--- src/rtl/cardcfg_pkg.sv ---
`timescale 1ns/1ps
// cardcfg_pkg: shared types, bit positions and masks of the attribute
// register bank. Assumes byte-wide registers throughout.
package cardcfg_pkg;

    // Which attribute-space target an address selects
    typedef enum logic [2:0] {
        SEL_NONE,
        SEL_ROM,
        SEL_OPT,
        SEL_STAT,
        SEL_PIN,
        SEL_SOCK
    } attr_sel_e;

    // Register offsets from the window base
    localparam int OFS_OPT  = 0;
    localparam int OFS_STAT = 2;
    localparam int OFS_PIN  = 4;
    localparam int OFS_SOCK = 6;

    // Option register
    localparam logic [7:0] OPT_STORE_MASK = 8'hCF;
    localparam int         OPT_SRST_BIT   = 7;
    localparam int         OPT_LEVEL_BIT  = 6;

    // Status register
    localparam logic [7:0] STAT_HOLD_MASK = 8'h80;
    localparam logic [7:0] STAT_LOAD_MASK = 8'h74;
    localparam int         STAT_PEND_BIT  = 1;
    localparam int         STAT_PWDN_BIT  = 2;

    // Pin replacement register
    localparam int         PIN_RDY_BIT    = 5;
    localparam int         PIN_MRDY_BIT   = 1;
    localparam logic [7:0] PIN_FIXED      = 8'h0C;

    // Card-information byte at a given index
    function automatic logic [7:0] info_byte(input int unsigned idx);
        int unsigned v;
        v = idx * 7 + 3;
        return v[7:0];
    endfunction

endpackage

--- src/rtl/cardcfg_decode.sv ---
`timescale 1ns/1ps
// cardcfg_decode: maps an attribute-space address to a target.
// Addresses below CFG_BASE address the information ROM, which has
// ROM_BYTES entries. Addresses from CFG_BASE upward address the four
// registers at even offsets. Assumes ROM_BYTES <= CFG_BASE and
// ROM_BYTES >= 2.
module cardcfg_decode
    import cardcfg_pkg::*;
#(
    parameter int ADDR_W    = 12,
    parameter int CFG_BASE  = 512,
    parameter int ROM_BYTES = 48,
    parameter int IDX_W     = $clog2(ROM_BYTES)
) (
    input  logic [ADDR_W-1:0] addr,
    output attr_sel_e         sel,
    output logic [IDX_W-1:0]  rom_idx
);

    localparam logic [ADDR_W-1:0] BASE_A    = ADDR_W'(CFG_BASE);
    localparam logic [ADDR_W-1:0] ROM_END_A = ADDR_W'(ROM_BYTES);

    logic [ADDR_W-1:0] offset;

    // Offset inside the register window
    assign offset  = addr - BASE_A;
    assign rom_idx = addr[IDX_W-1:0];

    // Select the target for the current address
    always_comb begin
        sel = SEL_NONE;
        if (addr < BASE_A) begin
            if (addr < ROM_END_A) begin
                sel = SEL_ROM;
            end
        end else begin
            case (offset)
                ADDR_W'(OFS_OPT):  sel = SEL_OPT;
                ADDR_W'(OFS_STAT): sel = SEL_STAT;
                ADDR_W'(OFS_PIN):  sel = SEL_PIN;
                ADDR_W'(OFS_SOCK): sel = SEL_SOCK;
                default:           sel = SEL_NONE;
            endcase
        end
    end

endmodule

--- src/rtl/cardcfg_info_rom.sv ---
`timescale 1ns/1ps
// cardcfg_info_rom: a constant card-information table of ROM_BYTES
// entries, built at elaboration from the package formula. Indices past
// the table return zero.
module cardcfg_info_rom
    import cardcfg_pkg::*;
#(
    parameter int ROM_BYTES = 48,
    parameter int IDX_W     = $clog2(ROM_BYTES)
) (
    input  logic [IDX_W-1:0] idx,
    output logic [7:0]       data
);

    logic [7:0] rom_tbl [ROM_BYTES];

    // Fill each table entry with its constant byte
    for (genvar i = 0; i < ROM_BYTES; i++) begin : g_entry
        assign rom_tbl[i] = info_byte(i);
    end

    // Guarded table lookup
    always_comb begin
        if (int'(idx) < ROM_BYTES) begin
            data = rom_tbl[idx];
        end else begin
            data = 8'h00;
        end
    end

endmodule

--- src/rtl/cardcfg_state.sv ---
`timescale 1ns/1ps
// cardcfg_state: option, status, pin and control state plus soft-reset
// generation. Each write lands on the clock edge that samples it. A soft
// reset (option bit 7, or the device-control reset bit) wins over any
// other update on the same edge.
module cardcfg_state
    import cardcfg_pkg::*;
(
    input  logic       clk,
    input  logic       rst_n,
    input  attr_sel_e  sel,
    input  logic       attr_wr,
    input  logic [7:0] attr_wdata,
    input  logic       devctl_wr,
    input  logic       devctl_ien,
    input  logic       devctl_srst,
    input  logic       eng_irq,
    output logic [7:0] opt_q,
    output logic [7:0] stat_q,
    output logic       pin_rdy_q,
    output logic       pin_mrdy_q,
    output logic       ctrl_ien_q,
    output logic       soft_rst
);

    logic       opt_wr;
    logic       stat_wr;
    logic       pin_wr;
    logic       card_reset;
    logic       pwdn_flip;
    logic [7:0] stat_next;

    // Per-register write strobes and the soft-reset request
    always_comb begin
        opt_wr     = attr_wr && (sel == SEL_OPT);
        stat_wr    = attr_wr && (sel == SEL_STAT);
        pin_wr     = attr_wr && (sel == SEL_PIN);
        card_reset = (opt_wr && attr_wdata[OPT_SRST_BIT])
                   || (devctl_wr && devctl_srst);
        pwdn_flip  = stat_wr && (attr_wdata[STAT_PWDN_BIT] != stat_q[STAT_PWDN_BIT]);
    end

    // Next status: merge masked bits, pending follows the engine
    always_comb begin
        stat_next = stat_q;
        if (stat_wr) begin
            stat_next = (stat_q & STAT_HOLD_MASK) | (attr_wdata & STAT_LOAD_MASK);
        end
        stat_next[STAT_PEND_BIT] = eng_irq;
    end

    // Option register
    always_ff @(posedge clk) begin
        if (!rst_n || card_reset) begin
            opt_q <= 8'h00;
        end else if (opt_wr) begin
            opt_q <= attr_wdata & OPT_STORE_MASK;
        end
    end

    // Status register
    always_ff @(posedge clk) begin
        if (!rst_n || card_reset) begin
            stat_q <= 8'h00;
        end else begin
            stat_q <= stat_next;
        end
    end

    // Pin replacement: ready-change latch and bit 1
    always_ff @(posedge clk) begin
        if (!rst_n || card_reset) begin
            pin_rdy_q  <= 1'b0;
            pin_mrdy_q <= 1'b0;
        end else begin
            if (pwdn_flip) begin
                pin_rdy_q <= 1'b1;
            end
            if (pin_wr) begin
                pin_mrdy_q <= attr_wdata[PIN_MRDY_BIT];
            end
        end
    end

    // Device-control interrupt-enable bit
    always_ff @(posedge clk) begin
        if (!rst_n || card_reset) begin
            ctrl_ien_q <= 1'b0;
        end else if (devctl_wr) begin
            ctrl_ien_q <= devctl_ien;
        end
    end

    // One-cycle soft-reset pulse
    always_ff @(posedge clk) begin
        if (!rst_n) begin
            soft_rst <= 1'b0;
        end else begin
            soft_rst <= card_reset;
        end
    end

endmodule

--- src/rtl/cardcfg_irq.sv ---
`timescale 1ns/1ps
// cardcfg_irq: registered card interrupt. The pending bit has inverted
// sense. The output is high only while pending, interrupt-enable and
// option soft-reset are all clear. Lags its inputs by one edge.
module cardcfg_irq (
    input  logic clk,
    input  logic rst_n,
    input  logic pend,
    input  logic ien,
    input  logic opt_srst,
    output logic card_irq
);

    // Recompute the interrupt on every edge
    always_ff @(posedge clk) begin
        if (!rst_n) begin
            card_irq <= 1'b0;
        end else begin
            card_irq <= !pend && !ien && !opt_srst;
        end
    end

endmodule

--- src/rtl/cardcfg_regbank.sv ---
`timescale 1ns/1ps
// cardcfg_regbank: attribute-space register bank of a card storage
// function. It joins the address decode, the information ROM, the state
// registers and the interrupt stage, and registers read data on each
// read strobe. Assumes ROM_BYTES <= CFG_BASE and that the window fits
// in ADDR_W bits.
module cardcfg_regbank
    import cardcfg_pkg::*;
#(
    parameter int ADDR_W    = 12,
    parameter int CFG_BASE  = 512,
    parameter int ROM_BYTES = 48
) (
    input  logic              clk,
    input  logic              rst_n,
    input  logic [ADDR_W-1:0] attr_addr,
    input  logic              attr_wr,
    input  logic              attr_rd,
    input  logic [7:0]        attr_wdata,
    output logic [7:0]        attr_rdata,
    input  logic              devctl_wr,
    input  logic              devctl_ien,
    input  logic              devctl_srst,
    input  logic              eng_irq,
    output logic              card_irq,
    output logic              soft_rst,
    output logic [5:0]        addr_mode,
    output logic              level_irq,
    output logic              mrdy_out
);

    localparam int IDX_W = $clog2(ROM_BYTES);

    attr_sel_e        sel;
    logic [IDX_W-1:0] rom_idx;
    logic [7:0]       rom_byte;
    logic [7:0]       opt_q;
    logic [7:0]       stat_q;
    logic             pin_rdy_q;
    logic             pin_mrdy_q;
    logic             ctrl_ien_q;
    logic [7:0]       read_val;

    cardcfg_decode #(
        .ADDR_W   (ADDR_W),
        .CFG_BASE (CFG_BASE),
        .ROM_BYTES(ROM_BYTES),
        .IDX_W    (IDX_W)
    ) u_decode (
        .addr   (attr_addr),
        .sel    (sel),
        .rom_idx(rom_idx)
    );

    cardcfg_info_rom #(
        .ROM_BYTES(ROM_BYTES),
        .IDX_W    (IDX_W)
    ) u_rom (
        .idx (rom_idx),
        .data(rom_byte)
    );

    cardcfg_state u_state (
        .clk        (clk),
        .rst_n      (rst_n),
        .sel        (sel),
        .attr_wr    (attr_wr),
        .attr_wdata (attr_wdata),
        .devctl_wr  (devctl_wr),
        .devctl_ien (devctl_ien),
        .devctl_srst(devctl_srst),
        .eng_irq    (eng_irq),
        .opt_q      (opt_q),
        .stat_q     (stat_q),
        .pin_rdy_q  (pin_rdy_q),
        .pin_mrdy_q (pin_mrdy_q),
        .ctrl_ien_q (ctrl_ien_q),
        .soft_rst   (soft_rst)
    );

    cardcfg_irq u_irq (
        .clk     (clk),
        .rst_n   (rst_n),
        .pend    (stat_q[STAT_PEND_BIT]),
        .ien     (ctrl_ien_q),
        .opt_srst(opt_q[OPT_SRST_BIT]),
        .card_irq(card_irq)
    );

    // Read multiplexer over all attribute targets
    always_comb begin
        read_val = 8'h00;
        case (sel)
            SEL_ROM:  read_val = rom_byte;
            SEL_OPT:  read_val = opt_q;
            SEL_STAT: begin
                read_val = stat_q;
                if (ctrl_ien_q) begin
                    read_val[STAT_PEND_BIT] = 1'b0;
                end
            end
            SEL_PIN: begin
                read_val = PIN_FIXED;
                read_val[PIN_RDY_BIT] = pin_rdy_q;
            end
            default:  read_val = 8'h00;
        endcase
    end

    // Registered read data
    always_ff @(posedge clk) begin
        if (!rst_n) begin
            attr_rdata <= 8'h00;
        end else if (attr_rd) begin
            attr_rdata <= read_val;
        end
    end

    assign addr_mode = opt_q[5:0];
    assign level_irq = opt_q[OPT_LEVEL_BIT];
    assign mrdy_out  = pin_mrdy_q;

endmodule

--- config.mk ---
export PLATFORM = sky130hd
export DESIGN_NAME = cardcfg_regbank
export DESIGN_NICKNAME = d
export VERILOG_FILES = /design/src/rtl/cardcfg_pkg.sv /design/src/rtl/cardcfg_decode.sv /design/src/rtl/cardcfg_info_rom.sv /design/src/rtl/cardcfg_state.sv /design/src/rtl/cardcfg_irq.sv /design/src/rtl/cardcfg_regbank.sv
export SDC_FILE = /design/constraint.sdc
export NUM_CORES = 1
export LEC_CHECK = 0
export ABC_AREA = 0
export BUFFER_PORTS_ARGS = -buffer_cell sky130_fd_sc_hd__buf_2
export CAP_MARGIN = 20
export CORE_MARGIN = 10
export CORE_UTILIZATION = 50
export DETAILED_ROUTE_END_ITERATION = 8
export PLACE_DENSITY = 0.78
export SYNTH_ARGS = -nofsm -noshare
export SYNTH_HDL_FRONTEND = slang
export SYNTH_SLANG_ARGS = --single-unit
--- constraint.sdc ---
create_clock -name clk -period 4.8 [get_ports clk]
set_clock_uncertainty 0.2 [all_clocks]
set_input_delay 1.44 -clock clk [delete_from_list [all_inputs] [get_ports clk]]
set_output_delay 1.44 -clock clk [all_outputs]
set_load 0.005 [all_outputs]
==> metrics.txt, run 1 <==
run status complete, no violations; r2r setup slk 3440 ps; Synth area leader dfxtp_1; Top FF cell, synth dfxtp_1; DIE WIDTH around 75 um; antenna violations before repair 0; setup violators final 0; total chip power 0.000354 W; Clock transition at path regs 130 ps; routability cong. a little under 0.9; PostCTS Resize Cnt 0; Seq/Total Area, Yosys 32.0%; clk sink count 24; most frequent cell after synthesis dfxtp_1; H-tree depth 1; CTS Buf Count 3; EDFF count, synth 0; vias in the first global route 1446; Startpoint Class input port; Post-Synth Adder-Cell Area 5.50%; largest net degree at the start of global routing 15; register bit total from synthesis 24; Syn. warnings 0; Die Area 5600 um2; synth top area cells dfxtp_1 (32%), mux2i_1 (7.3%), nor2_1 (5.7%); CP max-delay cell or4_4; clk buf depth 2; CP cell instances buf_2 > or4_4 > nor4_4 > nand4b_4 > o211ai_2 > o21ba_1; number of top-level pins 46; xor/xnor share of the synthesized area under 10%; post-synthesis cell area 1500 um2; crit share post-route between 70 and 80%; CTS tree done; Cell Pwr Density approximately 200 nW/um2; DRC 0; all-layer global routing usage 14.6%; HPWL after detailed placement 3.37 mm; most frequent cells after synthesis dfxtp_1 (24), nor2_1 (23), inv_1 (12); Clk Latency, worst-skew pair just over 300 ps; Area growth syn-to-layout 15.8%; final worst path period need ~3500 ps; Setup TNS 0 ps; crit path DAT around 3600 ps; Slew @ Worst Pin 658 ps; share of cells above drive strength 1 28.4%; Final #Nets approximately 250; Initial Util between 50% and 60%; ANT nets after route 0; Worst R2R Start attr_rdata[2]$_SDFFE_PN0P_; CP Data Required Time 4820 ps; Mapped Avg Cell Area approximately 8.8 um2; leakage 0.839 nW; crit path kind in2reg; Vias per Instance between 6 and 7; global-route wire length before repair 6.59 mm; mux share of post-synthesis cell area 8.08%; num rows 19; WL/cell 17.1 um; max-slew violations 0; Root Buffer clkbuf_4; Max-cap violations 0; Register-to-Register Path Depth 2; slew margin rel. 55.0%; Final Hold Viols 0; routed wire length 4.14 mm; main combinational cell family by area after synthesis simple AND/OR/NAND/NOR gates; Max Fclk 282 MHz; iteration count of the initial detailed-routing pass 4; Setup crit end u_state.pin_rdy_q$_SDFFE_PP0P_; Yosys cell types 60; Worst Setup End Kind flop; RR Endpoint attr_rdata[2]$_SDFFE_PN0P_; starting DRC count in detailed routing 94; quantity of hold-fixing buffers added after cts 0; ys async rst share 0%; Via Count between 1k and 1.5k; Mapped Cells ~170; Yosys top cell area share 32.0%; worst min path class reg2reg; max incr delay on CP about 590 ps; post-CTS setup buffer count 0; post-synthesis compound-gate area fraction 21.0%; CP startpoint attr_addr[5]; Max VDD drop between 0.00015 and 0.0002 V; # port buffers 43; die height 74.8 um; crit path max fanout 14; Hold Slack approximately 230 ps; core region area 2810 um2; area share of and/or/nand/nor cells after synthesis 24.6%; antenna diode count 0; gr ovfl total 0; RSZ-0062 raised after global routing no
per-layer routing:
metal	share of wire, %	track usage (%)	vias to the layer above
li1	-	-	705
met1	40	17.0	693
met2	50	25.2	64
met3	8.7	4.60	8
met4	0.87	3.99	0
met5	0	0	-
stage by stage:
step / utilization [%] / area [um2] / worst slack, ps / cells
finish: 62.0 / 1740 / 1250 / 242
global route: 62.0 / 1740 / 1130 / 242
CTS: 62.0 / 1740 / 1280 / 242
detailed placement: 61.2 / 1720 / 961 / 239
global placement: 61.2 / 1720 / 1020 / 239
floorplan: - / 1510 / 1340 / 172
worst min-delay path by stage:
stage | from | to | slack [ps] | cells past startpoint
after floorplan | u_state.stat_q[1]$_SDFF_PP0_ | u_irq.card_irq$_SDFF_PN0_ | 200 | 1
after global placement | u_state.stat_q[1]$_SDFF_PP0_ | u_irq.card_irq$_SDFF_PN0_ | 210 | 1
final | u_state.stat_q[1]$_SDFF_PP0_ | u_irq.card_irq$_SDFF_PN0_ | 230 | 1
after global routing | u_state.stat_q[1]$_SDFF_PP0_ | u_irq.card_irq$_SDFF_PN0_ | 250 | 1
after CTS | u_state.stat_q[1]$_SDFF_PP0_ | u_irq.card_irq$_SDFF_PN0_ | 230 | 1
after detailed placement | u_state.stat_q[1]$_SDFF_PP0_ | u_irq.card_irq$_SDFF_PN0_ | 210 | 1
placed cells by master, fill, tap and decap left out, types with 2 or more instances in the layout:
cell,count
ha_1,5
nand3_1,5
o21ai_1,2
and3_1,3
nand2b_1,3
maj3_1,2
nor4_1,2
inv_1,12
conb_1,2
nor2_1,23
buf_2,43
xnor2_1,3
a221o_1,2
clkbuf_4,3
nand2_1,11
mux2i_1,11
dfxtp_1,24
a21oi_1,4
o21ai_0,7
o2bb2ai_1,3
or4_4,2
o2111ai_1,2
a221oi_1,2
worst max-delay path: cells and delay by family:
family	cells	cell delay, ps
AO/OA/AOI/OAI	2	760
AND/OR/NAND/NOR	3	1220
buffers and inverters	1	150
flip-flops by register name (all words and copies together), names as in the netlist:
register and count:
u_state.pin_rdy_q 1, u_state.stat_q 5, u_state.pin_mrdy_q 1, u_state.opt_q 6, attr_rdata 8, u_state.ctrl_ien_q 1
u_state.soft_rst 1, u_irq.card_irq 1
kinds of logic after synthesis:
family | Yosys count
multiplexers | 12
AND/OR/NAND/NOR | 63
adder cells (fa/ha/maj) | 7
AO/OA/AOI/OAI | 40
other | 1
buffers and inverters | 20
flip-flops | 24
XOR/XNOR | 4
area by class of cell:
cell class	instances	area, um2
flip-flops and latches	24	480
clock buffers	3	22.5
repair buffers	44	223
inverters	12	45.0
multi-input cells	128	931
fillers	263	1060
well taps	31	38.8
report_power, final:
| part | total, W | internal, W | switching, W |
|---|---|---|---|
| logic | 0.0000631 | 0.0000256 | 0.0000375 |
| clock network | 0.0000877 | 0.0000294 | 0.0000583 |
| registers | 0.000203 | 0.000202 | 0.00000117 |
| total | 0.000354 | 0.000257 | 0.0000970 |
No activity file was read; power rests on OpenSTA's default activity.
==> inputs of run 2 (changes only) <==
Settings changed: CORE_UTILIZATION 50 to 46, PLACE_DENSITY 0.78 to 0.76.
Clock period 4.8 ns to 3.2 ns, I/O delays scaled along.
==> run 2 against run 1 <==
  * Worst setup slack got worse by 810 ps
  * Combinational power grew 55%
  * Hold slack gained 14 ps
  * Design area grew 4.7%
  * Sequential share of layout area is 1.3 points lower
  * Register-to-register slack worse by 1600 ps
  * Utilization is 2.8 points lower
  * Global-route usage shrank 1.7 points
  * Sequential power grew 50%
  * Final cell count is 8.7% higher
  * Non-clock buffer count rose by 7
  * Highest routed layer unchanged
==> metrics.txt, run 2 (synthesis gave the netlist of run 1 again) <==
Largest regs attr_rdata x8, u_state.opt_q x6, u_state.stat_q x5; number of top-level pins 46 (unchanged); crit share post-route about 86%; Clock transition at path regs 120 ps (about the same); worst min path class reg2reg; largest net degree at the start of global routing 15 (unchanged); internal power 0.000414 W (+61%); leakage 0.879 nW (+4.7%); Final #Nets 253 (+2.8%); starting DRC count in detailed routing 90 (-4.3%); Root Buffer clkbuf_4; crit path DAT 2830 ps (-740 ps); setup violators final 0 (unchanged); Vias per Instance 5.44 (-10%); clk buf depth 2 (unchanged); CP Data Required Time 3270 ps (-1550 ps); commonest non-fill, non-tap cell in the layout buf_2; iteration count of the initial detailed-routing pass 4 (unchanged); Max-cap violations 0 (unchanged); crit path max fanout 8 (-6); all-layer global routing usage 13.0% (-1.7 points); slew margin rel. 62.8% (+7.8 points); routability cong. 0.855 (-1.8%); Clock Power Share 28.2% (+3.4 points); DRC 0 (unchanged); non-filler instance count after layout 263 (+8.7%); num rows 20 (+1); Max VDD drop 0.000293 V (+80%); Clk Latency, worst-skew pair 320 ps (about the same); register name with the most flops attr_rdata; Comb pwr share 17.4% (-0.4 points); PostCTS Resize Cnt 0 (unchanged); quantity of hold-fixing buffers added after cts 0 (unchanged); Largest register FFs 8 (unchanged); Startpoint Class input port; crit path kind in2reg; Initial Util 48.8% (-4.7 points); Via Count 1432 (-2.6%); Final Hold Viols 0 (unchanged); most frequent cells in the layout buf_2 (43), dfxtp_1 (24), nor2_1 (23); vias in the first global route 1444 (-0.14%); HPWL after detailed placement 3.22 mm (-4.5%); die height 77.2 um (+3.1%); max-slew violations 0 (unchanged); Die Area 5950 um2 (+6.3%); CTS tree done; RSZ-0062 raised after global routing no; Area growth syn-to-layout 21.3%; DIE WIDTH 77.2 um (+3.1%); global-route wire length before repair 6.64 mm (+0.73%); run status complete, no violations; core region area 3080 um2 (+9.7%); ANT nets after route 0 (unchanged); Slew @ Worst Pin 544 ps (-114 ps); routed wire length 3.88 mm (-6.5%); proportion of power drawn by flip-flops and latches 54.4% (-3.0 points); # port buffers 43 (unchanged); final worst path period need 2760 ps; CTS Buf Count 3 (unchanged); clk sink count 24 (unchanged); gr ovfl total 0 (unchanged); share of cells above drive strength 1 31.1% (+2.6 points); Worst Setup End Kind flop; post-CTS setup buffer count 0 (unchanged); Setup TNS 0 ps (unchanged); post-route cell area 1820 um2 (+4.7%); Cell Pwr Density 307 nW/um2 (+51%); H-tree depth 1 (unchanged); Switch Pwr 0.000145 W (+50%); WL/cell 14.7 um (-14%); Placed Cells 259 (+8.4%); antenna diode count 0 (unchanged); antenna violations before repair 0 (unchanged); Sw Share 26.0% (-1.4 points); Max Fclk 362 MHz; Cell Area, Placed 1790 um2 (+4.0%)
## run 2: cell count changes in the layout (fill, tap and decap cells not counted), sizes merged
cell / delta
buf: +7
clkbuf: +1
## run 2: routing by layer
metal  vias to the layer above  track usage, %  share of wire [%]  wire, um
li1                        717               -                  -         -
met1                       664            16.0                 43      1670
met2                        47            21.2                 48      1850
met3                         4            4.20                8.2       319
met4                         0            2.92               0.85        33
met5                         -               0                  0         0
## run 2: cell type report
cell class	instances	area, um2
Clock buffer	4	36.3
Fill cell	293	1250
Inverter	12	45.0
Multi-Input combinational cell	128	931
Sequential cell	24	480
Tap cell	44	55.1
Timing Repair Buffer	51	275
## run 2: per-stage QoR
step	hold slack [ps]	setup slack [ps]	total power, W	utilization [%]
2_1_floorplan	198	225	0.000370	-
3_3_place_gp	222	124	0.000408	58.0
6_report	246	441	0.000560	59.2
5_1_grt	288	334	0.000590	59.2
3_5_place_dp	223	114	0.000408	58.0
4_1_cts	243	439	0.000563	59.2
## run 2: path summary, 6_finish.rpt
path / depth (start not counted) / end / startpoint / slack (ps)
worst min-delay path: 1 / u_irq.card_irq$_SDFF_PN0_ / u_state.stat_q[1]$_SDFF_PP0_ / 250
worst min register to register: 1 / u_irq.card_irq$_SDFF_PN0_ / u_state.stat_q[1]$_SDFF_PP0_ / 250
worst max register to register: 2 / attr_rdata[2]$_SDFFE_PN0P_ / attr_rdata[2]$_SDFFE_PN0P_ / 1860
worst max-delay path: 6 / attr_rdata[2]$_SDFFE_PN0P_ / attr_addr[4] / 440
## run 2: critical path, cell delays in order
cell and delay (ps):
buf_2 140, or4_4 560, or4_4 550, nor3_4 290, a221o_1 160, o311a_1 160
## run 2: power groups by stage
stage / registers [W] / clock network [W] / logic (W)
detailed placement: 0.000311 / 0 / 0.0000970
global placement: 0.000311 / 0 / 0.0000965
finish: 0.000305 / 0.000158 / 0.0000975
global route: 0.000306 / 0.000175 / 0.000110
CTS: 0.000305 / 0.000161 / 0.0000973
floorplan: 0.000311 / 0 / 0.0000591
